**src/rtl/bit_serial_alu_pkg.sv**
```systemverilog
package bit_serial_alu_pkg;

  typedef enum logic [2:0] {
    OP_ADD  = 3'd0,
    OP_SUB  = 3'd1,
    OP_AND  = 3'd2,
    OP_OR   = 3'd3,
    OP_XOR  = 3'd4,
    OP_NOR  = 3'd5,
    OP_SLT  = 3'd6,
    OP_SLTU = 3'd7
  } aluOp_e;

  // Strobes from the sequencer to the datapath
  typedef struct packed {
    logic load;  // capture operands this edge
    logic step;  // process one bit this edge
    logic last;  // this step handles the top bit
  } seqStrobe_t;

endpackage

```
**src/rtl/bsa_ctrl.sv**
```systemverilog
module bsa_ctrl
  import bit_serial_alu_pkg::*;
#(
  parameter int W = 32
) (
  input  logic       clk,
  input  logic       rstN,
  input  logic       start,
  output seqStrobe_t strb,
  output logic       busy,
  output logic       done
);
  localparam int CW = (W > 1) ? $clog2(W) : 1;
  localparam logic [CW-1:0] LAST = CW'(W - 1);

  logic [CW-1:0] bitCnt;

  always_comb begin
    strb.load = start && !busy;
    strb.step = busy;
    strb.last = busy && (bitCnt == LAST);
  end

  always_ff @(posedge clk) begin
    if (!rstN) begin
      busy   <= 1'b0;
      done   <= 1'b0;
      bitCnt <= '0;
    end else begin
      done <= strb.last;
      if (strb.load) begin
        busy   <= 1'b1;
        bitCnt <= '0;
      end else if (strb.last) begin
        busy <= 1'b0;
      end else if (busy) begin
        bitCnt <= bitCnt + 1'b1;
      end
    end
  end

endmodule

```
**src/rtl/bsa_bitcell.sv**
```systemverilog
module bsa_bitcell
  import bit_serial_alu_pkg::*;
(
  input  aluOp_e op,
  input  logic   aBit,
  input  logic   bBit,
  input  logic   cin,
  output logic   res,
  output logic   sum,
  output logic   cout
);
  logic invB;
  logic bEff;

  always_comb begin
    invB = (op == OP_SUB) || (op == OP_SLT) || (op == OP_SLTU);
    bEff = bBit ^ invB;
    sum  = aBit ^ bEff ^ cin;
    cout = (aBit & bEff) | (cin & (aBit ^ bEff));
    case (op)
      OP_ADD, OP_SUB: res = sum;
      OP_AND:         res = aBit & bBit;
      OP_OR:          res = aBit | bBit;
      OP_XOR:         res = aBit ^ bBit;
      OP_NOR:         res = ~(aBit | bBit);
      default:        res = 1'b0;
    endcase
  end

endmodule

```
**src/rtl/bsa_datapath.sv**
```systemverilog
module bsa_datapath
  import bit_serial_alu_pkg::*;
#(
  parameter int W = 32
) (
  input  logic         clk,
  input  logic         rstN,
  input  seqStrobe_t   strb,
  input  logic [W-1:0] opA,
  input  logic [W-1:0] opB,
  input  logic [2:0]   opSel,
  input  logic         destSel,
  output logic [W-1:0] regA,
  output logic [W-1:0] regNpc,
  output logic         zeroFlag,
  output logic         signFlag,
  output logic         ovfFlag
);
  logic [W-1:0] regB;
  logic         carry;
  logic         destQ;
  logic         zeroAcc;
  aluOp_e       opQ;
  aluOp_e       opIn;

  logic cellRes, cellSum, cellCout;
  logic isSlt, isArith, invIn, wrBit, sltBit;

  bsa_bitcell cell_i (
    .op   (opQ),
    .aBit (regA[0]),
    .bBit (regB[0]),
    .cin  (carry),
    .res  (cellRes),
    .sum  (cellSum),
    .cout (cellCout)
  );

  always_comb begin
    opIn    = aluOp_e'(opSel);
    invIn   = (opIn == OP_SUB) || (opIn == OP_SLT) || (opIn == OP_SLTU);
    isSlt   = (opQ == OP_SLT) || (opQ == OP_SLTU);
    isArith = (opQ == OP_ADD) || (opQ == OP_SUB);
    wrBit   = isSlt ? 1'b0 : cellRes;
    // signed: sign of difference corrected by overflow; unsigned: borrow
    sltBit  = (opQ == OP_SLT) ? (cellSum ^ (carry ^ cellCout)) : !cellCout;
  end

  always_ff @(posedge clk) begin
    if (!rstN) begin
      regA     <= '0;
      regB     <= '0;
      regNpc   <= '0;
      carry    <= 1'b0;
      destQ    <= 1'b0;
      zeroAcc  <= 1'b0;
      opQ      <= OP_ADD;
      zeroFlag <= 1'b0;
      signFlag <= 1'b0;
      ovfFlag  <= 1'b0;
    end else if (strb.load) begin
      regA    <= opA;
      regB    <= opB;
      carry   <= invIn;
      opQ     <= opIn;
      destQ   <= destSel;
      zeroAcc <= 1'b0;
    end else if (strb.step) begin
      regB    <= {1'b0, regB[W-1:1]};
      carry   <= cellCout;
      zeroAcc <= zeroAcc | wrBit;
      if (!destQ) begin
        regA <= {wrBit, regA[W-1:1]};
      end else begin
        regA   <= {regA[0], regA[W-1:1]};
        regNpc <= {wrBit, regNpc[W-1:1]};
      end
      if (strb.last) begin
        if (isSlt) begin
          if (!destQ) regA   <= {{(W-1){1'b0}}, sltBit};
          else        regNpc <= {{(W-1){1'b0}}, sltBit};
        end
        zeroFlag <= isSlt ? !sltBit : !(zeroAcc | wrBit);
        signFlag <= isSlt ? 1'b0 : wrBit;
        ovfFlag  <= isArith ? (carry ^ cellCout) : 1'b0;
      end
    end
  end

endmodule

```
**src/rtl/bit_serial_alu.sv**
```systemverilog
module bit_serial_alu
  import bit_serial_alu_pkg::*;
#(
  parameter int W = 32
) (
  input  logic         clk,
  input  logic         rstN,
  input  logic         start,
  input  logic [W-1:0] opA,
  input  logic [W-1:0] opB,
  input  logic [2:0]   opSel,
  input  logic         destSel,
  output logic         busy,
  output logic         done,
  output logic [W-1:0] result,
  output logic [W-1:0] npc,
  output logic         zeroFlag,
  output logic         signFlag,
  output logic         ovfFlag
);
  seqStrobe_t strb;

  bsa_ctrl #(.W(W)) ctrl_i (
    .clk   (clk),
    .rstN  (rstN),
    .start (start),
    .strb  (strb),
    .busy  (busy),
    .done  (done)
  );

  bsa_datapath #(.W(W)) dp_i (
    .clk      (clk),
    .rstN     (rstN),
    .strb     (strb),
    .opA      (opA),
    .opB      (opB),
    .opSel    (opSel),
    .destSel  (destSel),
    .regA     (result),
    .regNpc   (npc),
    .zeroFlag (zeroFlag),
    .signFlag (signFlag),
    .ovfFlag  (ovfFlag)
  );

endmodule

```
**config.mk**
```make
export PLATFORM = sky130hd
export DESIGN_NAME = bit_serial_alu
export DESIGN_NICKNAME = d
export VERILOG_FILES = /design/src/rtl/bit_serial_alu_pkg.sv /design/src/rtl/bsa_ctrl.sv /design/src/rtl/bsa_bitcell.sv /design/src/rtl/bsa_datapath.sv /design/src/rtl/bit_serial_alu.sv
export SDC_FILE = /design/constraint.sdc
export NUM_CORES = 1
export LEC_CHECK = 0
export BUFFER_PORTS_ARGS = -buffer_cell sky130_fd_sc_hd__buf_2
export CELL_PAD_IN_SITES_DETAIL_PLACEMENT = 2
export CELL_PAD_IN_SITES_GLOBAL_PLACEMENT = 2
export CORE_ASPECT_RATIO = 0.7
export CORE_UTILIZATION = 27
export CTS_CLUSTER_SIZE = 12
export DETAILED_ROUTE_END_ITERATION = 7
export GPL_TIMING_DRIVEN = 0
export PLACE_DENSITY_LB_ADDON = 0.15
export RECOVER_POWER = 100
export SYNTH_ARGS = -nofsm -noshare
export SYNTH_HDL_FRONTEND = slang
export SYNTH_SLANG_ARGS = --single-unit
```
**constraint.sdc**
```tcl
create_clock -name clk -period 2 [get_ports clk]
set_input_delay 0.3 -clock clk [delete_from_list [all_inputs] [get_ports clk]]
set_output_delay 0.3 -clock clk [all_outputs]
set_load 0.05 [all_outputs]
```
==> results of run 1 <==
==> timing repair <==
| item | CTS | global route |
|---|---|---|
| setup endpoints to repair | 68 | 49 |
| setup buffers | 6 | 3 |
| cloned | 0 | 0 |
| gates resized for setup | 12 | 6 |
| pin swaps | 6 | 3 |
==> path summary, 6_finish.rpt <==
check	cells after the start	end	slack (ns)
setup / recovery	10	dp_i.zeroFlag	-0.17
hold / removal	3	dp_i.regB[31]	0.19
setup reg to reg	10	dp_i.zeroFlag	-0.17
hold reg to reg	2	dp_i.zeroAcc	0.48
==> critical path, cell delays in order, from the launching register on <==
cell and delay [ns]:
dfxtp_1 0.31, buf_6 0.13, nand2_8 0.05, a21boi_4 0.18
xnor2_2 0.14, inv_1 0.08, fa_1 0.53, nor2_2 0.05
a311oi_2 0.27, a21oi_4 0.11, a41o_1 0.21
==> cells in the final DEF, fill, tap and decap left out, types with 5 or more instances in the layout <==
| master | instances |
|---|---|
| inv_1 | 5 |
| buf_2 | 82 |
| dfxtp_1 | 109 |
| buf_4 | 18 |
| a22oi_1 | 32 |
| clkbuf_1 | 79 |
| o21ai_0 | 6 |
| mux2i_1 | 69 |
| clkbuf_16 | 9 |
| nor3b_1 | 5 |
| nand2_1 | 7 |
| a21oi_1 | 64 |
| nor2_1 | 166 |
| clkbuf_2 | 5 |
| buf_6 | 7 |
==> registers in the layout, summed over array words and instances, names as in the netlist <==
| signal | flops |
|---|---|
| dp_i.regA | 32 |
| dp_i.zeroFlag | 1 |
| dp_i.regNpc | 32 |
| dp_i.regB | 32 |
| dp_i.carry | 1 |
| dp_i.signFlag | 1 |
| ctrl_i.busy | 1 |
| dp_i.opQ | 3 |
| dp_i.zeroAcc | 1 |
| dp_i.ovfFlag | 1 |
| dp_i.destQ | 1 |
| ctrl_i.done | 1 |
| ctrl_i.bitCnt | 5 |
==> power by group through the flow <==
stage | Sequential, W | Clock (W) | Combinational, W
floorplan | 0.00257 | 0 | 0.000448
global route | 0.00241 | 0.00221 | 0.000942
CTS | 0.00240 | 0.00212 | 0.000890
finish | 0.00240 | 0.00205 | 0.000858
global placement | 0.00244 | 0 | 0.000829
detailed placement | 0.00245 | 0 | 0.000861
==> layout make-up <==
class,instances,area share (%)
Clock buffer,13,4.43
Buffer,45,4.45
Inverter,6,0.356
Sequential cell,112,35.5
Multi-Input combinational cell,402,39.0
Timing Repair Buffer,147,10.6
Tap cell,236,4.67
Clock inverter,2,0.949
==> cells in the mapped netlist (all sizes together) (2+ instances only) <==
library cell	n
and3	2
o22ai	2
clkbuf	8
xnor2	5
nor2b	2
a21oi	69
dfxtp	112
nand2b	4
buf	38
mux2i	70
nand3	4
ha	4
nor2	168
a22oi	32
nand2	8
and2	2
fa	2
o21ai	9
inv	6
nand4b	2
nor3b	5
==> cells by family (layout without fill, tap and decap cells) <==
logic type	after synthesis	count (layout)
AND/OR/NAND/NOR	201	201
multiplexers	71	71
flip-flops	112	112
adder cells (fa/ha/maj)	6	6
buffers and inverters	52	213
AO/OA/AOI/OAI	119	119
XOR/XNOR	5	5
==> per-stage QoR <==
| stage | total power, W | area (µm²) |
|---|---|---|
| final | 0.00531 | 6330 |
| after global routing | 0.00557 | 6330 |
| after CTS | 0.00541 | 6410 |
| after detailed placement | 0.00331 | 5980 |
| after global placement | 0.00327 | 5980 |
| after floorplan | 0.00302 | 4990 |
==> layer usage <==
layer  part of all wire (%)  wire (µm)  track usage (%)
met3                    3.8        629             4.08
met2                     47       7930             30.3
met4                   0.86        144             4.51
met1                     48       8020             23.5
met5                      0          0                0
==> summary.md, run 1 <==
| Metric | Value |
|---|---|
| Simple logic cell fraction of the synthesized area | 16.8% |
| Largest net degree at the start of global routing | 17 |
| Fin. max-slew vios | 0 |
| Input/output buffers | 138 |
| Synth Net Count | 643 |
| Area of the multi-input gates | 2470 µm² |
| Worst-margin pin slew | approximately 0.67 ns |
| CTS root buf | clkbuf_16 |
| Die Span Y | 115 µm |
| Status | finished, violations left |
| Worst hold slack | 0.193 ns |
| Core ar. | 18000 µm² |
| Synth area leader | dfxtp_1 |
| Final Core Density | 35.1% |
| Maximum clock insertion buffer count | 2 |
| H-tree Lvls | 3 |
| Cells after DPL | 940 |
| Via count | 4585 |
| GP Congestion | 0.737 |
| Mapped Area | 4960 µm² |
| Post-Synth Adder-Cell Area | 1.82% |
| Setup crit end kind | flop |
| Setup ws final | -0.172 ns |
| Nature of the critical path startpoint | flop |
| Synth Area in Compound Gates | 14.6% |
| Layout cell share with drive strength beyond 1 | 20.6% |
| Die area | 18900 µm² |
| P_leak | 2.72 nW |
| Kind of critical path | reg2reg |
| Logic pwr share | about 16% |
| Fill cell count | ~2100 |
| Final std cells w/o fill | slightly below 1000 |
| DP Worst Slack | -0.292 ns |
| # rows | 41 |
| Worst Hold Class | in2reg |
| Number of DRC markers in iteration 0 | 175 |
| Final setup violation count | 6 |
| Total global-route track usage | 18.0% |
| CTS buffer count | 9 |
| Drt wl/cell | 17.4 µm |
| Largest family of logic cells by synthesized area | simple AND/OR/NAND/NOR gates |
| Hold Buf Count CTS | 0 |
| Sequential area share after synthesis | 45.2% |
| Crit share post-route | 109% |
| Antenna viol nets, final | 0 |
| Clock slew at reported path FFs | 0.07 ns |
| Vias in the first global route | about 4800 |
| Routed WL | 16700 µm |
| # diodes | 0 |
| VDD IR max | 0.357 mV |
| Sequential share of power | 45.3% |
| Yosys reg bits | roughly 110 |
| Setup tns final | -0.471 ns |
| Arrival time worst endpoint | 2.42 ns |
| Worst r2r src | dp_i.opQ[1] |
| Global-route wire length before repair | approximately 26000 µm |
| Clock skew | 0.00204 ns |
| Async SR Flop Fraction | 0% |
| XOR/XNOR Fraction of Synth Area | 0.883% |
| Final nets | 800 |
| Synth area leaders | dfxtp_1, mux2i_1, nor2_1 |
| I/O pin count | 140 |
| TritonCTS clock tree | yes |
| Fmax | 460 MHz |
| DRT Pass-1 Iters | 4 |
| Detailed Place HPWL | approximately 13000 µm |
| Final hold vios | 0 |
| Worst-path fanout max | 5 |
| Clock power share | 38.6% |
| Post-synth EDFFs | 0 |
| Post-Syn Instances | 566 |
| MaxCap Viol Count | 0 |
| Crit path launch | dp_i.opQ[1] |
| Post-synth cell types | 40 |
| Post-synthesis mux area share | 14.4% |
| Synthesized area per cell | between 8 and 9 µm² |
| Required time worst endpoint | 2.25 ns |
| Skew-Pair Late Insertion Delay | 0.35 ns |
| Pwr per Cell Area | about 840 nW/µm² |
| Failing checks | setup timing |
| Internal power | 0.00385 W |
| Synth top area share | 45.2% |
| Reg area | 2250 µm² |
| Net Switching | around 0.0015 W |
| Top FF cell, synth | dfxtp_1 |
| Layout area overhead | 27.6% |
| Hold wc startpoint | opB[31] |
| Post-DR vias/cell | 4.76 |
| Switching Share | ~27% |
| Initial Utilization | 27.5% |
| # DRC | 0 |
| Initial antenna violation count | 0 |
| Post-route minimum period | 2.17 ns |
| Sink Count | 112 |
| Max-slew headroom | a little under three fifths |
| RSZ-0062 raised after global routing | true |
| Die width | 164 µm |
| Yosys warnings | 0 |
| Total congestion overflow | 0 |
(Power assumes the default switching activity.)
==> run 2: changes to the inputs <==
- SETUP_SLACK_MARGIN: default -> 0.05
- SYNTH_HIERARCHICAL: default -> 1
==> summary.md, run 2 <==
| Metric | Value |
|---|---|
| Crit path launch | dp_i/opQ[2] |
| Worst Hold Depth | 3 (unchanged) |
| Kind of critical path | reg2reg |
| CP bufs+invs | 0 (-2) |
| Maximum clock insertion buffer count | 2 (unchanged) |
| Die width | 160 µm (-2.3%) |
| Placed cell area | 5750 µm² (-3.9%) |
| Top-count cell post-synth | nor2_1 |
| Synthesized area per cell | 9.07 µm² (+3.6%) |
| Commonest non-fill, non-tap cell in the layout | nor2_1 |
| Yosys warnings | 6 (+6) |
| Number of DRC markers in iteration 0 | 313 (+79%) |
| Input/output buffers | 139 (+0.72%) |
| Top FF cell, synth | dfxtp_1 |
| Sink Count | 112 (unchanged) |
| TritonCTS clock tree | yes |
| Worst r2r src | dp_i/opQ[2] |
| Die area | 18000 µm² (-4.6%) |
| Register-to-Register Path Depth | 10 (unchanged) |
| DRT Pass-1 Iters | 8 (+4) |
| Via count | 4634 (+1.1%) |
| MaxCap Viol Count | 0 (unchanged) |
| Synth area leaders | dfxtp_1, nor2_1, mux2i_1 |
| Synth Net Count | 597 (-7.2%) |
| Worst Hold Class | in2reg |
| Required time worst endpoint | 2.25 ns (about the same) |
| Crit path depth | 10 (unchanged) |
| Post-synth EDFFs | 0 (unchanged) |
| Final setup violation count | 29 (+23) |
| Total congestion overflow | 0 (unchanged) |
| Critical path's top delay family | compound AO/OA/AOI/OAI gates |
| Post-route minimum period | 2.35 ns (+0.182 ns) |
| # rows | 40 (-2.4%) |
| Cells after DPL | 891 (-5.2%) |
| Global-route wire length before repair | 26400 µm (+1.1%) |
| Biggest registers after layout | dp_i/regA (32), dp_i/regB (32), dp_i/regNpc (32) |
| Layout area overhead | 36.5% |
| Total global-route track usage | 18.6% (+0.54 points) |
| H-tree Lvls | 3 (unchanged) |
| Nature of the critical path startpoint | flop |
| Routed WL | 16800 µm (+0.60%) |
| Final std cells w/o fill | 930 (-3.4%) |
| Synth area leader | dfxtp_1 |
| Final nets | 770 (-3.8%) |
| Clock skew | 0.00836 ns (+0.00632 ns) |
| I/O pin count | 140 (unchanged) |
| Worst-path cell chain | nor3b_4 -> a21oi_2 -> xnor2_1 -> fa_2 -> a21oi_1 -> a32o_2 -> nor2_1 -> mux2i_1 -> nor3_2 -> a32o_1 |
| Async SR Flop Fraction | 0% (unchanged) |
| CTS root buf | clkbuf_16 |
| Antenna viol nets, final | 0 (unchanged) |
| CTS buffer count | 9 (unchanged) |
| Status | finished, violations left |
| Core ar. | 17100 µm² (-4.9%) |
| Initial Utilization | 27.6% (+0.079 points) |
| Clock slew at reported path FFs | 0.08 ns (about the same) |
| Setup crit end kind | flop |
| RSZ-0062 raised after global routing | true |
| Hold wc startpoint | opB[6] |
| Vias in the first global route | 4928 (+1.9%) |
| Max-slew headroom | 53.1% (-2.6 points) |
| Setup ws final | -0.354 ns (-0.182 ns) |
| # diodes | 0 (unchanged) |
| Slowest stage delay, CP | 0.51 ns (-0.02 ns) |
| Synth top area share | 47.4% (+2.2 points) |
| Drt wl/cell | 18.1 µm (+4.2%) |
| Mapped Area | 4730 µm² (-4.7%) |
| VDD IR max | 0.476 mV (+33%) |
| Fmax | 425 MHz (-7.7%) |
| # DRC | 0 (unchanged) |
| Fin. max-slew vios | 0 (unchanged) |
| Hold Buf Count CTS | 0 (unchanged) |
| Detailed Place HPWL | 12000 µm (-4.6%) |
| Die Span Y | 113 µm (-2.3%) |
| Crit share post-route | 118% (+9.1 points) |
| GP Congestion | 0.727 (-1.5%) |
| Worst-path fanout max | 5 (unchanged) |
| Arrival time worst endpoint | 2.61 ns (+0.19 ns) |
| Skew-Pair Late Insertion Delay | 0.36 ns (about the same) |
| Post-DR vias/cell | 4.98 (+4.7%) |
| Failing checks | setup timing |
| Layout cell share with drive strength beyond 1 | 27.6% (+7.0 points) |
| Fin area | 6450 µm² (+2.0%) |
| Worst-margin pin slew | 0.707 ns (+0.0388 ns) |
| Final hold vios | 0 (unchanged) |
| Slowest CP cell | fa_2 |
| Initial antenna violation count | 1 (+1) |
| Yosys reg bits | 112 (unchanged) |
| Post-Syn Instances | 521 (-8.0%) |
| Largest net degree at the start of global routing | 20 (+3) |
| P_leak | 2.51 nW (-7.7%) |
| Post-synth cell types | 49 (+23%) |
| Pwr per Cell Area | 807 nW/µm² (-3.9%) |
| Commonest non-fill, non-tap cells in the layout | nor2_1, dfxtp_1, clkbuf_1, buf_2, a21oi_1 |
| Sequential area share after synthesis | 47.4% (+2.2 points) |
| Top cells by count, synth | nor2_1, dfxtp_1, a21oi_1, mux2i_1, a22oi_1 |
==> run 2: cell count changes after synthesis, moves of 4 or more <==
| cell | previous run | this run |
|---|---|---|
| a21oi_1 | 66 | 43 |
| a221oi_1 | 0 | 10 |
| a222oi_1 | 0 | 20 |
| buf_1 | 0 | 5 |
| buf_4 | 14 | 3 |
| buf_6 | 6 | 0 |
| clkbuf_1 | 7 | 15 |
| inv_1 | 5 | 9 |
| mux2i_1 | 70 | 37 |
| nor2_1 | 168 | 133 |
| nor3b_1 | 5 | 18 |
| o21ai_0 | 7 | 3 |
==> run 2: power breakdown <==
part	internal [W]	switching [W]	leakage (nW)	total, W
clock network	0.000987	0.000892	0.147	0.00188
logic	0.000350	0.000575	1.45	0.000925
registers	0.00232	0.0000818	0.918	0.00240
==> run 2: kinds of logic after synthesis <==
logic type                 Yosys count  synth area share (%)
AOI/OAI and AO/OA                  120                  18.2
muxes                               39                  8.39
xor gates and xnor gates             4                 0.741
adders and majority gates            5                  1.48
and+or+nand+nor                    189                  18.9
buffers and inverters               52                  4.90
DFF                                112                  47.4
==> run 2: worst paths after layout <==
kind / to / slack [ns]
worst max-delay path: dp_i/zeroFlag / -0.35
worst min register to register: dp_i/ovfFlag / 0.47
worst min-delay path: dp_i/regB[6] / 0.18
worst max register to register: dp_i/zeroFlag / -0.35
==> run 2: through the flow <==
stage          hold WS [ns]  utilization [%]  setup slack (ns)  total power (W)  TNS [ns]
6_report              0.177             37.7            -0.354          0.00521     -2.45
5_1_grt               0.173             37.7            -0.431          0.00544     -9.27
4_1_cts               0.164             37.1            -0.290          0.00525     -1.10
3_5_place_dp          0.467             33.6            -0.451          0.00326    -20.56
3_3_place_gp          0.443             33.6            -0.420          0.00323    -15.85
2_1_floorplan         0.428                -            -0.196          0.00298    -0.801
==> run 2: layer usage <==
metal | GRT usage (%) | wire length, µm | up-vias
met1 | 23.8 | 7830 | 2317
li1 | - | - | 2221
met4 | 3.75 | 126 | 2
met2 | 31.6 | 8140 | 83
met5 | 0 | 11 | -
met3 | 4.80 | 714 | 11
==> run 2: cell type report <==
class                   instances  area [µm²]
inverters                       9        36.3
flip-flops and latches        112        2270
fillers                      1996       10700
repair buffers                162         786
clock inverters                 7        77.6
clock buffers                   9         225
well taps                     231         289
plain buffers                  43         272
multi-input cells             357        2500
==> run 2: worst reg2reg max path: cells and delay by family (launching register included) <==
| kind | cells | cell delay (ns) |
|---|---|---|
| fa+ha+maj | 1 | 0.51 |
| mux | 1 | 0.20 |
| xor+xnor | 1 | 0.20 |
| compound gates | 4 | 0.66 |
| flops | 1 | 0.36 |
| simple gates | 3 | 0.33 |
==> run 2: what timing repair did <==
item | in CTS | in global routing
pin swaps | 13 | 16
gates resized for setup | 49 | 43
setup buffers | 14 | 7
endpoints found under the setup margin | 104 | 104
gates cloned | 2 | 0
